`config.mk`:
```
export PLATFORM = sky130hd
export DESIGN_NAME = wm_fifo_reader
export DESIGN_NICKNAME = d
export VERILOG_FILES = /design/src/rtl/wmr_pkg.sv /design/src/rtl/wmr_lat_pipe.sv /design/src/rtl/wmr_skid_fifo.sv /design/src/rtl/wmr_ctrl.sv /design/src/rtl/wm_fifo_reader.sv
export SDC_FILE = /design/constraint.sdc
export NUM_CORES = 1
export LEC_CHECK = 0
export ABC_AREA = 1
export BUFFER_PORTS_ARGS = -buffer_cell sky130_fd_sc_hd__buf_4
export CAP_MARGIN = 30
export CORE_ASPECT_RATIO = 0.5
export CORE_MARGIN = 4
export CORE_UTILIZATION = 35
export CTS_CLUSTER_DIAMETER = 40
export DETAILED_ROUTE_END_ITERATION = 10
export PLACE_DENSITY = 0.56
export SLEW_MARGIN = 20
export SYNTH_ARGS = -nofsm -noshare
export SYNTH_HDL_FRONTEND = slang
export SYNTH_SLANG_ARGS = --single-unit
```
`constraint.sdc`:
```
create_clock -name clk -period 2.8 [get_ports clk]
set_input_delay 0 -clock clk [delete_from_list [all_inputs] [get_ports clk]]
set_output_delay 0 -clock clk [all_outputs]
set_load 0.005 [all_outputs]
```
`src/rtl/wmr_pkg.sv`:
```
package wmr_pkg;

  typedef enum logic [2:0] {
    ST_IDLE,
    ST_WAIT,
    ST_READ,
    ST_TAIL,
    ST_DRAIN,
    ST_DONE
  } wmr_state_e;

  // strobes still allowed after the one taken at the partial-flag edge
  function automatic int tail_words(input int wm, input int bus_w);
    return wm * (32 / bus_w) - 1;
  endfunction

endpackage

```
`src/rtl/wmr_lat_pipe.sv`:
```
// Tracks strobes in flight toward the capture edge, with a keep/drop tag per word.
module wmr_lat_pipe #(
  parameter int LAT = 2,
  parameter int CW  = 2
) (
  input  logic          clk,
  input  logic          rst,
  input  logic          issue,
  input  logic          issue_keep,
  output logic          cap_valid,
  output logic          cap_keep,
  output logic [CW-1:0] inflight
);

  logic [LAT-1:0] v_sr;
  logic [LAT-1:0] k_sr;

  generate
    if (LAT == 1) begin : g_one
      always_ff @(posedge clk) begin
        if (rst) begin
          v_sr <= '0;
          k_sr <= '0;
        end else begin
          v_sr <= issue;
          k_sr <= issue & issue_keep;
        end
      end
    end else begin : g_multi
      always_ff @(posedge clk) begin
        if (rst) begin
          v_sr <= '0;
          k_sr <= '0;
        end else begin
          v_sr <= {v_sr[LAT-2:0], issue};
          k_sr <= {k_sr[LAT-2:0], issue & issue_keep};
        end
      end
    end
  endgenerate

  assign cap_valid = v_sr[LAT-1];
  assign cap_keep  = k_sr[LAT-1];

  always_ff @(posedge clk) begin
    if (rst) inflight <= '0;
    else     inflight <= inflight + CW'(issue) - CW'(cap_valid);
  end

endmodule

```
`src/rtl/wmr_skid_fifo.sv`:
```
// Small skid store for captured payload words. The storage array has no reset so it can map to RAM.
module wmr_skid_fifo #(
  parameter int DW    = 32,
  parameter int DEPTH = 4,
  parameter int LVL_W = 3
) (
  input  logic             clk,
  input  logic             rst,
  input  logic             wr_en,
  input  logic [DW-1:0]    wr_data,
  input  logic             rd_en,
  output logic             out_valid,
  output logic [DW-1:0]    out_data,
  output logic [LVL_W-1:0] level
);

  localparam int AW = (DEPTH > 1) ? $clog2(DEPTH) : 1;

  logic [DW-1:0] mem [DEPTH];
  logic [AW-1:0] wr_ptr;
  logic [AW-1:0] rd_ptr;
  logic          pop;

  function automatic logic [AW-1:0] bump(input logic [AW-1:0] p);
    return (p == AW'(DEPTH - 1)) ? '0 : p + 1'b1;
  endfunction

  assign out_valid = (level != '0);
  assign out_data  = mem[rd_ptr];
  assign pop       = rd_en && out_valid;

  always_ff @(posedge clk) begin
    if (wr_en) mem[wr_ptr] <= wr_data;
  end

  always_ff @(posedge clk) begin
    if (rst) begin
      wr_ptr <= '0;
      rd_ptr <= '0;
      level  <= '0;
    end else begin
      if (wr_en) wr_ptr <= bump(wr_ptr);
      if (pop)   rd_ptr <= bump(rd_ptr);
      level <= level + LVL_W'(wr_en) - LVL_W'(pop);
    end
  end

endmodule

```
`src/rtl/wmr_ctrl.sv`:
```
// Transfer sequencer: buffer hand-off, watermark tail count, payload countdown.
module wmr_ctrl
  import wmr_pkg::*;
#(
  parameter int WM    = 6,
  parameter int BUS_W = 32,
  parameter int LEN_W = 16
) (
  input  logic             clk,
  input  logic             rst,
  input  logic             start,
  input  logic [LEN_W-1:0] len_words,
  input  logic             rdy_flag,
  input  logic             wm_flag,
  input  logic             credit_ok,
  input  logic             drained,
  output logic             rd_issue,
  output logic             rd_keep,
  output logic             xfer_load,
  output logic             busy,
  output logic             done
);

  localparam int TAILW = tail_words(WM, BUS_W);
  localparam int TW    = $clog2(TAILW + 2);

  wmr_state_e       st;
  logic [LEN_W-1:0] pay_rem;
  logic [LEN_W-1:0] pay_next;
  logic [TW-1:0]    tail_cnt;
  logic             take_pay;

  assign rd_issue  = credit_ok && ((st == ST_READ) || (st == ST_TAIL));
  assign rd_keep   = (pay_rem != '0);
  assign take_pay  = rd_issue && rd_keep;
  assign pay_next  = pay_rem - LEN_W'(take_pay);
  assign xfer_load = (st == ST_IDLE) && start;
  assign busy      = (st != ST_IDLE);

  always_ff @(posedge clk) begin
    if (rst) begin
      st       <= ST_IDLE;
      pay_rem  <= '0;
      tail_cnt <= '0;
      done     <= 1'b0;
    end else begin
      done    <= 1'b0;
      pay_rem <= pay_next;
      case (st)
        ST_IDLE: begin
          if (start) begin
            pay_rem <= len_words;
            st      <= ST_WAIT;
          end
        end
        ST_WAIT: begin
          if (rdy_flag) begin
            if (wm_flag && (TAILW > 0)) begin
              tail_cnt <= TW'(TAILW);
              st       <= ST_TAIL;
            end else begin
              st <= ST_READ;
            end
          end
        end
        ST_READ: begin
          if (wm_flag) begin
            if (!rd_issue) begin
              tail_cnt <= TW'(TAILW + 1);
              st       <= ST_TAIL;
            end else if (TAILW > 0) begin
              tail_cnt <= TW'(TAILW);
              st       <= ST_TAIL;
            end else begin
              st <= (pay_next == '0) ? ST_DRAIN : ST_WAIT;
            end
          end
        end
        ST_TAIL: begin
          if (rd_issue) begin
            tail_cnt <= tail_cnt - 1'b1;
            if (tail_cnt == TW'(1)) st <= (pay_next == '0) ? ST_DRAIN : ST_WAIT;
          end
        end
        ST_DRAIN: begin
          if (drained) begin
            st   <= ST_DONE;
            done <= 1'b1;
          end
        end
        default: st <= ST_IDLE;
      endcase
    end
  end

endmodule

```
`src/rtl/wm_fifo_reader.sv`:
```
module wm_fifo_reader #(
  parameter int BUS_W      = 32,
  parameter int WM         = 6,
  parameter int RD_LAT     = 2,
  parameter int LEN_W      = 16,
  parameter int SKID_DEPTH = RD_LAT + 2
) (
  input  logic             clk,
  input  logic             rst,
  input  logic             start,
  input  logic [LEN_W-1:0] len_words,
  output logic             busy,
  input  logic             fifo_rdy_flag,
  input  logic             fifo_wm_flag,
  output logic             fifo_rd,
  input  logic [BUS_W-1:0] fifo_data,
  output logic             m_valid,
  input  logic             m_ready,
  output logic [BUS_W-1:0] m_data,
  output logic             done,
  output logic [LEN_W-1:0] pad_count
);

  localparam int IFW = $clog2(RD_LAT + 1);
  localparam int FCW = $clog2(SKID_DEPTH + 1);

  logic           rd_issue;
  logic           rd_keep;
  logic           xfer_load;
  logic           cap_valid;
  logic           cap_keep;
  logic [IFW-1:0] inflight;
  logic [FCW-1:0] fifo_cnt;
  logic           credit_ok;
  logic           drained;

  assign credit_ok = (int'(fifo_cnt) + int'(inflight)) < SKID_DEPTH;
  assign drained   = (fifo_cnt == '0) && (inflight == '0);
  assign fifo_rd   = rd_issue;

  wmr_ctrl #(
    .WM(WM), .BUS_W(BUS_W), .LEN_W(LEN_W)
  ) u_ctrl (
    .clk(clk), .rst(rst), .start(start), .len_words(len_words),
    .rdy_flag(fifo_rdy_flag), .wm_flag(fifo_wm_flag),
    .credit_ok(credit_ok), .drained(drained),
    .rd_issue(rd_issue), .rd_keep(rd_keep), .xfer_load(xfer_load),
    .busy(busy), .done(done)
  );

  wmr_lat_pipe #(
    .LAT(RD_LAT), .CW(IFW)
  ) u_pipe (
    .clk(clk), .rst(rst), .issue(rd_issue), .issue_keep(rd_keep),
    .cap_valid(cap_valid), .cap_keep(cap_keep), .inflight(inflight)
  );

  wmr_skid_fifo #(
    .DW(BUS_W), .DEPTH(SKID_DEPTH), .LVL_W(FCW)
  ) u_fifo (
    .clk(clk), .rst(rst),
    .wr_en(cap_valid && cap_keep), .wr_data(fifo_data),
    .rd_en(m_ready), .out_valid(m_valid), .out_data(m_data),
    .level(fifo_cnt)
  );

  always_ff @(posedge clk) begin
    if (rst || xfer_load) pad_count <= '0;
    else if (cap_valid && !cap_keep) pad_count <= pad_count + 1'b1;
  end

endmodule

```
# Word-level counts from Yosys, hierarchy flattened
# Memories as Yosys holds them, arrays and structs flattened. A register that Yosys moved wholly into a read port is not among the register bits.
# Index checks and enable logic that the tools add are counted.
totals:
  ff_bits: 52
  mem_bits_rw: 128
  input_bits: 54
  output_inout_bits: 52
  wordCells: 84
  n_memories: 1
mem_list:
  columns: ["memory", "depth", "width", "read_ports", "rd_clocked_by_memory_dff", "write_ports", "line_no", "text"]
  rows:
  - ["u_fifo.mem", 4, 32, 1, 1, 1, "wmr_skid_fifo.sv:19", "logic [DW-1:0] mem [DEPTH];"]
op_classes:
  n_addsub: 10
  n_lt_le_gt_ge: 1
  eq_ne: 14
  mux: 24
  bitwise: 2
  n_reduce_logical: 21
op_table:
  columns: ["operator", "n"]
  rows:
  - ["$mux 3", 11]
  - ["$mux 16", 2]
  - ["$add 16x1->16 const B", 1]
  - ["$logic_not 16->1", 1]
  - ["$reduce_bool 16->1", 1]
  - ["$sub 16x1->16", 1]
  - ["$pmux 3 s5", 1]
  - ["$ne 2x2->1 const B", 6]
  - ["$mux 2", 5]
  - ["$pmux 3 s3", 1]
  - ["$reduce_bool 3->1", 3]
  - ["$logic_and 1x1->1", 7]
  - ["$eq 3x1->1 const B", 2]
  - ["$eq 3x2->1 const B", 2]
  - ["$logic_not 3->1", 2]
  - ["$reduce_and 6->1", 1]
  - ["$reduce_and 5->1", 1]
  - ["$add 2x1->2 const B", 2]
  - ["$add 3x2->4", 1]
  - ["$eq 2x2->1 const B", 2]
  - ["$lt 4x3->1 const B", 1]
  - ["$mux 1", 4]
  - ["$add 3x1->3", 1]
  - ["$eq 3x3->1 const B", 1]
  - ["11 further kinds", 12]

# Longest topological paths before layout
# Gate-level depths: netlist of run 1.
logic_depth:
  word_depth: 10
  ltp_mapped: 20
  depth_no_buf: 20

# Modules after synthesis
# Synthesis of run 1 repeated with hierarchy kept, for this count alone.
unflattened:
  cells_unflattened: 793
  area_unflattened_um2: 8066.5
by_module_without_submodules:
  columns: ["mod", "n_inst", "cells_each", "area_per_inst_um2", "seq_area_each_um2"]
  rows:
  - ["wmr_skid_fifo", 1, 370, 5250.0, 4023.9]
  - ["wmr_ctrl", 1, 267, 1681.6, 460.4]
  - ["wm_fifo_reader", 1, 128, 904.6, 320.3]
  - ["wmr_lat_pipe", 1, 28, 230.2, 120.1]

# Worst setup path after synthesis of run 1
# No wires, ideal clock.
synth_timing:
  path_kind: "flip-flop to flip-flop"
  start: "reg u_fifo.level[1]"
  end: "reg u_ctrl.st[0]"
  setup_time_ns: 0.134
  arrival_time_ns: 2.323
  required_ns: 2.666
  setup_slack_ns: 0.343
  stages_incl_launch_ff: 19
  period_less_slack_ns: 2.457
  cell_sequence: "dfxtp_1 ha_1 nand3_1 and3_1 inv_1 nor2_1 ha_1 ha_1 nand3_1 o21ai_0 nand2_1 inv_1 nand2_1 nor2_1 nand3_1 nand2_1 nand2_1 nand2_1 a21oi_1"
synth_between:
  elab_chain_len: 10
synth_rtl:
  columns: ["item", "line_no", "text"]
  rows:
  - ["start, declared", "wmr_skid_fifo.sv:14", "output logic [LVL_W-1:0] level"]
  - ["start signal, assigned", "wmr_skid_fifo.sv:44", "level <= level + LVL_W'(wr_en) - LVL_W'(pop);"]
  - ["$add 3x2->4", "wm_fifo_reader.sv:37", "assign credit_ok = (int'(fifo_cnt) + int'(inflight)) < SKID_DEPTH;"]
  - ["$lt 4x3->1", "wm_fifo_reader.sv:37", null]
  - ["$logic_and 1x1->1", "wmr_ctrl.sv:33", "assign rd_issue = credit_ok && ((st == ST_READ) || (st == ST_TAIL));"]
  - ["via fifo_rd", "wm_fifo_reader.sv:15", "output logic fifo_rd,"]
  - ["$logic_and 1x1->1", "wmr_ctrl.sv:35", "assign take_pay = rd_issue && rd_keep;"]
  - ["via u_ctrl.take_pay", "wmr_ctrl.sv:31", "logic take_pay;"]
  - ["$sub 16x1->16", "wmr_ctrl.sv:36", "assign pay_next = pay_rem - LEN_W'(take_pay);"]
  - ["$logic_not 16->1", null, null]
  - ["$mux 3 (2 in series)", "wmr_ctrl.sv:82", "if (tail_cnt == TW'(1)) st <= (pay_next == '0) ? ST_DRAIN : ST_WAIT;"]
  - ["$mux 3", "wmr_ctrl.sv:80", "if (rd_issue) begin"]
  - ["$pmux 3 s5", "wmr_ctrl.sv:49", "case (st)"]
  - ["end signal, assigned", "wmr_ctrl.sv:75", "st <= (pay_next == '0) ? ST_DRAIN : ST_WAIT;"]
  - ["end signal, assigned", "wmr_ctrl.sv:82", null]
  - ["end, declared", "wmr_ctrl.sv:27", "wmr_state_e st;"]
# The timed path passes the listed nets, and every way through them passes these cells. The select of a mux whose other input is x is not followed.
# A chain may end at the register's enable or synchronous reset.

# Final worst setup path of run 1
layout_timing:
  start: "reg u_pipe.inflight[1]"
  end: "reg u_ctrl.st[0]"
layout_between:
  elab_chain_len: 10
layout_rtl:
  columns: ["item", "line_no", "text"]
  rows:
  - ["start, declared", "wmr_lat_pipe.sv:12", "output logic [CW-1:0] inflight"]
  - ["start signal, assigned", "wmr_lat_pipe.sv:47", "else inflight <= inflight + CW'(issue) - CW'(cap_valid);"]
  - ["$add 3x2->4", "wm_fifo_reader.sv:37", null]
  - ["$lt 4x3->1", "wm_fifo_reader.sv:37", null]
  - ["$logic_and 1x1->1", "wmr_ctrl.sv:33", null]
  - ["$logic_and 1x1->1", "wmr_ctrl.sv:35", null]
  - ["via u_ctrl.take_pay", "wmr_ctrl.sv:31", null]
  - ["$sub 16x1->16", "wmr_ctrl.sv:36", null]
  - ["$logic_not 16->1", null, null]
  - ["$mux 3 (2 in series)", "wmr_ctrl.sv:82", null]
  - ["$mux 3", "wmr_ctrl.sv:80", null]
  - ["$pmux 3 s5", "wmr_ctrl.sv:49", null]
# The timed path passes the listed nets, and every way through them passes these cells. The select of a mux whose other input is x is not followed.

==> results.txt, run 1 <==
share of layout cells above drive strength 1: 19.9%
CP max stage cell: dfxtp_1
hold_ws: 0.0312 ns
worst clock skew: 0.00516 ns
die area: 0.0246 mm^2
largest net degree at the start of global routing: 39
CP Max Fanout: 5
Syn. warnings: 0
fin. max-slew vios: 0
CP max stage delay: 0.34 ns
Power Density: 810 mW/mm^2
cell area after synthesis: 0.00770 mm^2
Relative slew margins: 51.7%
PortBufs: 105
Worst-path clk slew: 0.07 ns
RD Place Congestion: 0.819
die height: 113 um
# fillers: 2028
I/O Pins: 106
Hold Crit Endpoint: u_ctrl.pay_rem[4]
Hold Vio Cnt, Final: 0
vias in the first global route: 5772
CTS buffer count: 17
Post-Synthesis Cells: 756
critical path required time: 3.11 ns
syn_nets: 826
Final Util: 46.6%
register area share after synthesis: 63.9%
Fmax achieved: 391 MHz
Post-Route WL: 18100 um
CP delay by family, top: simple AND/OR/NAND/NOR gates
Final HPWL DP: 12000 um
Worst R2R End: u_ctrl.st[0]
Syn-to-layout area delta: 30.9%
Final Cycle Share: 91.4%
Hold/Removal Path Class: input port to flip-flop
data arrival time of the worst path: 2.87 ns
Worst Hold Launch: start
initial core utilization: 35.6%
grt total ovfl: 0
ANT cells: 0
reg-to-reg startpoint: u_pipe.inflight[1]
CTS tree: done
core box area: 0.0216 mm^2
pre-CTS setup slack: 0.0802 ns
setup TNS: 0 ns
flops & latches, synth: 182
H-tree lvl count: 4
syn avg cell area: 10.2 um^2
postcts setup bufs: 0
gr usage total: 15.1%
Netlist cell types: 36
DRC viols: 0
Leakage: 3.97 nW
clk sinks: 182
drt via density: 4.69
root buffer cell: clkbuf_16
worst-margin pin slew: 0.723 ns
Nets: 992
CP Launch Type: flip-flop
Final ANT Viol Nets: 0
outcome: completed
1st-iter DRT viols: 330
Final min period: 2.56 ns
wire per inst: 14.6 um
critical path capture point type: flip-flop
Crit path top cell by count: nand2_1
overall power: 8.16 mW
crit-path cells: ha_1, nand3_1, and3_4, inv_1, nor2_1, ha_2, ha_4, nand3_2, nand2_1, nand2_1, nor2_1, nand2_1, nor2_1, nand3_1, nand2_1, nand2_1, nand2_1, a21oi_1
max-cap violation count: 0
worst r2r path cells: 18
Bufs on Longest Clock Path: 2
# placed instances: 1152
first-pass GRT wire length: 29600 um
reg2reg setup slack: 0.24 ns
DIE WIDTH: 218 um
row count: 38
Placement Cell Area: 0.00896 mm^2
initial antenna violation count: 0
CP Buf/Inv Count: 1
via count: 5786
number of setup violations in the final report: 0
length of the first detailed-routing pass in iterations: 4
hold depth: 5
Finished Layout Cells: 1235
final setup margin: 0.241 ns
clock latency on the worst-skew pair: 0.43 ns
kind of critical path: flip-flop to flip-flop
worst vdd ir: 0.406 mV
fin area: 0.0101 mm^2
==> repair_timing <==
action                                  CTS  global route
hold buffers                             51             0
endpoints found under the setup margin    0             3
gates resized for setup                   0            14
hold endpoints to repair                162             0
==> kinds of logic after synthesis <==
kind of cell	synth area share, %
adder cells (fa/ha/maj)	2.70
XOR/XNOR	1.02
AO/OA/AOI/OAI	11.9
buffers and inverters	5.33
flip-flops	63.9
AND/OR/NAND/NOR	15.2
==> cell usage in the layout (no fill, tap or decap), types with 3 or more instances in the layout <==
| master | instances |
|---|---|
| o211ai_1 | 10 |
| nand3_1 | 27 |
| a21oi_1 | 24 |
| clkinvlp_4 | 3 |
| clkbuf_16 | 17 |
| nand4_1 | 3 |
| inv_6 | 4 |
| nand2_1 | 95 |
| buf_4 | 118 |
| dlygate4sd3_1 | 51 |
| nor2_2 | 8 |
| xor2_1 | 6 |
| o22ai_1 | 32 |
| xnor2_1 | 3 |
| o21ai_1 | 3 |
| nor2_4 | 8 |
| dfxtp_1 | 52 |
| o21ai_0 | 87 |
| inv_2 | 4 |
| edfxtp_1 | 128 |
| nor3_1 | 7 |
| ha_1 | 13 |
| buf_12 | 3 |
| nor2_1 | 115 |
| inv_1 | 80 |
| a211oi_1 | 3 |
| nand2_2 | 4 |
==> metal layers <==
metal / part of all wire (%) / global-route usage, %
met5: 0 / 0
met4: 1.4 / 4.29
met3: 3.3 / 3.57
met2: 49 / 26.0
met1: 46 / 19.3
==> synth_stat cells (all sizes together) <==
| cell | count | area [um^2] |
|---|---|---|
| inv | 83 | 312 |
| nor3 | 8 | 51.3 |
| nand3b | 1 | 7.51 |
| nor2 | 131 | 529 |
| nand4 | 4 | 31.3 |
| buf | 4 | 16.3 |
| o211ai | 10 | 75.1 |
| xor2 | 6 | 52.6 |
| o22ai | 32 | 200 |
| a21oi | 25 | 129 |
| clkbuf | 21 | 78.8 |
| o21bai | 2 | 15.0 |
| ha | 15 | 188 |
| fa | 1 | 20.0 |
| edfxtp | 128 | 3840 |
| dfxtp | 54 | 1080 |
| or2 | 2 | 12.5 |
| nand2 | 99 | 379 |
| a31oi | 2 | 12.5 |
| clkinv | 1 | 3.75 |
| o211a | 1 | 10.0 |
| a211oi | 3 | 22.5 |
| and3 | 1 | 6.26 |
| xnor2 | 3 | 26.3 |
| nand3 | 29 | 150 |
| o21ai | 90 | 450 |
==> registers in the layout, indices dropped and copies added (netlist names), named ones only <==
signal	count
u_ctrl.st	3
u_fifo.level	3
u_fifo.mem	128
u_pipe.v_sr	2
u_ctrl.tail_cnt	3
pad_count	16
u_pipe.inflight	2
u_ctrl.pay_rem	16
u_pipe.k_sr	2
u_ctrl.done	1
u_fifo.wr_ptr	2
u_fifo.rd_ptr	2
==> worst min-delay path, cell delays in order <==
cell and delay, ns:
buf_4 0.11, inv_1 0.04, nor2_1 0.09, nor2_1 0.12
nor2_1 0.05
==> final cells by class <==
| class | instances | area, um^2 | share of cell area (%) |
|---|---|---|---|
| Timing Repair Buffer | 172 | 1460 | 14.4 |
| Multi-Input combinational cell | 465 | 2440 | 24.2 |
| Sequential cell | 182 | 4930 | 48.9 |
| Clock buffer | 17 | 425 | 4.22 |
| Inverter | 84 | 315 | 3.13 |
| Clock inverter | 15 | 144 | 1.43 |
| Tap cell | 300 | 375 | 3.72 |
==> where the power goes <==
| part | total, mW | switching, mW | internal, mW |
|---|---|---|---|
| Combinational | 2.56 | 1.47 | 1.09 |
| Clock | 2.33 | 1.08 | 1.25 |
| Sequential | 3.28 | 0.226 | 3.05 |
==> worst max-delay path by stage <==
stage / start / endpoint / slack, ns / cells after the start
after detailed placement: u_fifo.level[1] / u_ctrl.st[0] / 0.08 / 18
after global routing: u_ctrl.pay_rem[4] / u_ctrl.st[0] / -0.004 / 20
after CTS: u_fifo.level[1] / u_ctrl.st[0] / 0.04 / 18
after global placement: u_fifo.level[1] / u_ctrl.st[0] / 0.16 / 18
after floorplan: u_fifo.level[1] / u_ctrl.st[0] / 0.34 / 18
final: u_pipe.inflight[1] / u_ctrl.st[0] / 0.24 / 18
Note: power is estimated with default switching activity, not from simulation.
==> run 2: changes to the inputs <==
CORE_MARGIN = 1.5   (was 4)
==> run 2 against run 1 <==
Effect of this change:
- global-route usage up 1.1 points
- sequential power about the same
- utilization is essentially flat
- first-iteration DRC count is 17% lower
- non-clock buffer count unchanged
- final cell count is the same
- design area hardly changed
- clock skew is 0.010 ns higher
- count of clock-buffer cells in the layout did not move
- sequential share of layout area about the same
- register-to-register slack barely moved
- critical path type unchanged
- critical endpoint unchanged
==> results.txt, run 2 (synthesis gave the netlist of run 1 again) <==
core box area: 0.0216 mm^2
I/O Pins: 106
setup TNS: 0 ns
reg-to-reg startpoint: u_fifo.level[1]
root buffer cell: clkbuf_16
area of the multi-input gates: 0.00243 mm^2
Crit path top cell by count: nand2_1
H-tree lvl count: 4
initial antenna violation count: 0
DIE WIDTH: 213 um
Final min period: 2.55 ns
Syn-to-layout area delta: 30.9%
Worst Hold Launch: start
initial core utilization: 35.6%
number of setup violations in the final report: 0
Leakage: 3.97 nW
Clock Power Share: 29.2%
drt via density: 4.70
Final Cycle Share: 91.2%
net load switching power: 2.86 mW
via count: 5803
commonest non-fill, non-tap cells in the layout: edfxtp_1 (128), buf_4 (120), nor2_1 (116)
crit path launch: u_fifo.level[1]
ANT cells: 0
Final ANT Viol Nets: 0
Comb pwr share: 31.2%
postcts setup bufs: 0
Worst-path clk slew: 0.08 ns
Int Power: 5.35 mW
row count: 38
grt total ovfl: 0
vias in the first global route: 5819
worst clock skew: 0.0152 ns
die area: 0.0230 mm^2
Worst path depth: 18
critical path required time: 3.10 ns
RSZ-0062 raised after global routing: false
wire per inst: 14.2 um
RD Place Congestion: 0.885
Fmax achieved: 392 MHz
Nets: 992
first-pass GRT wire length: 29100 um
gr usage total: 16.2%
data arrival time of the worst path: 2.86 ns
Power Density: 814 mW/mm^2
Final HPWL DP: 11400 um
largest net degree at the start of global routing: 41
max-cap violation count: 0
Relative slew margins: 58.6%
reg2reg setup slack: 0.25 ns
pre-CTS setup slack: 0.0465 ns
commonest non-fill, non-tap cell in the layout: edfxtp_1
CP Max Fanout: 5
Top Registers: u_fifo.mem x128, pad_count x16, u_ctrl.pay_rem x16
Hold/Removal Path Class: input port to flip-flop
die height: 108 um
Bufs on Longest Clock Path: 2
1st-iter DRT viols: 275
kind of critical path: flip-flop to flip-flop
CP Launch Type: flip-flop
Post-Route WL: 17600 um
crit-path cells: ha_1, nand3_1, and3_4, inv_1, nor2_1, ha_2, ha_4, nand3_2, nand2_1, nand2_1, nor2_1, nand2_1, nor2_1, nand3_1, nand2_1, nand2_1, nand2_1, a21oi_1
number of flip-flops under the largest register name: 128
worst r2r path cells: 18
worst vdd ir: 0.411 mV
clock latency on the worst-skew pair: 0.43 ns
clk sinks: 182
hold depth: 5
# fillers: 2022
CP Buf/Inv Count: 1
outcome: completed
DRC viols: 0
share of layout cells above drive strength 1: 20.1%
CP max stage cell: dfxtp_2
sw frac: 34.8%
final setup margin: 0.247 ns
worst-margin pin slew: 0.621 ns
CP max stage delay: 0.35 ns
CTS buffer count: 17
Hold Vio Cnt, Final: 0
CTS tree: done
sequential share of power: 39.6%
register area: 0.00493 mm^2
largest reg by FF count: u_fifo.mem
CP delay by family, top: simple AND/OR/NAND/NOR gates
PortBufs: 105
critical path capture point type: flip-flop
length of the first detailed-routing pass in iterations: 5
fin. max-slew vios: 0
[run 2: worst register-to-register path: stages (launching register included)]
cell and delay (ns):
dfxtp_2 0.35, ha_1 0.27, nand3_1 0.08, and3_4 0.19, inv_1 0.09, nor2_1 0.12, ha_2 0.24, ha_4 0.17
nand3_2 0.12, nand2_1 0.10, nand2_1 0.06, nor2_1 0.11, nand2_1 0.06, nor2_1 0.16, nand3_1 0.10, nand2_1 0.06
nand2_1 0.04, nand2_1 0.05, a21oi_1 0.05
[run 2: layout make-up]
type,instances,share of cell area [%]
Clock inverter,15,1.75
Timing Repair Buffer,172,14.2
Inverter,84,3.13
Clock buffer,17,4.22
Multi-Input combinational cell,465,24.1
Sequential cell,182,48.9
Tap cell,300,3.72
[run 2: layer usage]
metal	track usage, %	part of all wire [%]	vias to the layer above	wire, um
li1	-	-	2925	-
met1	20.4	47	2796	8190
met2	28.9	49	76	8690
met3	3.73	3.6	6	628
met4	2.68	0.44	0	78
met5	0	0	-	0
[run 2: what timing repair did]
item / in CTS / in global routing
hold endpoints to repair: 160 / 0
gates resized for setup: 1 / 12
pin swaps: 0 / 2
endpoints found under the setup margin: 1 / 2
hold buffers: 51 / 0
[run 2: per-stage QoR]
stage          power [mW]  utilization, %  instances  hold slack (ns)  area [um^2]
5_1_grt              8.80            46.6       1235           0.0748        10100
6_report             8.21            46.6       1235           0.0433        10100
3_3_place_gp         5.78            41.3       1152            0.202         8940
4_1_cts              8.28            46.5       1235           0.0239        10000
2_1_floorplan        4.78               -        756           0.0785         7700
3_5_place_dp         5.80            41.3       1152            0.204         8940
[run 2: final timing paths]
check                            to
hold reg to reg      u_pipe.v_sr[1]
setup reg to reg       u_ctrl.st[0]
hold / removal    u_ctrl.pay_rem[9]
setup / recovery       u_ctrl.st[0]
[run 2: power by group through the flow]
| stage | logic, mW | clock network (mW) | registers [mW] |
|---|---|---|---|
| floorplan | 1.55 | 0 | 3.23 |
| global placement | 2.47 | 0 | 3.31 |
| detailed placement | 2.49 | 0 | 3.31 |
| CTS | 2.57 | 2.47 | 3.25 |
| global route | 2.94 | 2.59 | 3.28 |
| finish | 2.56 | 2.40 | 3.25 |
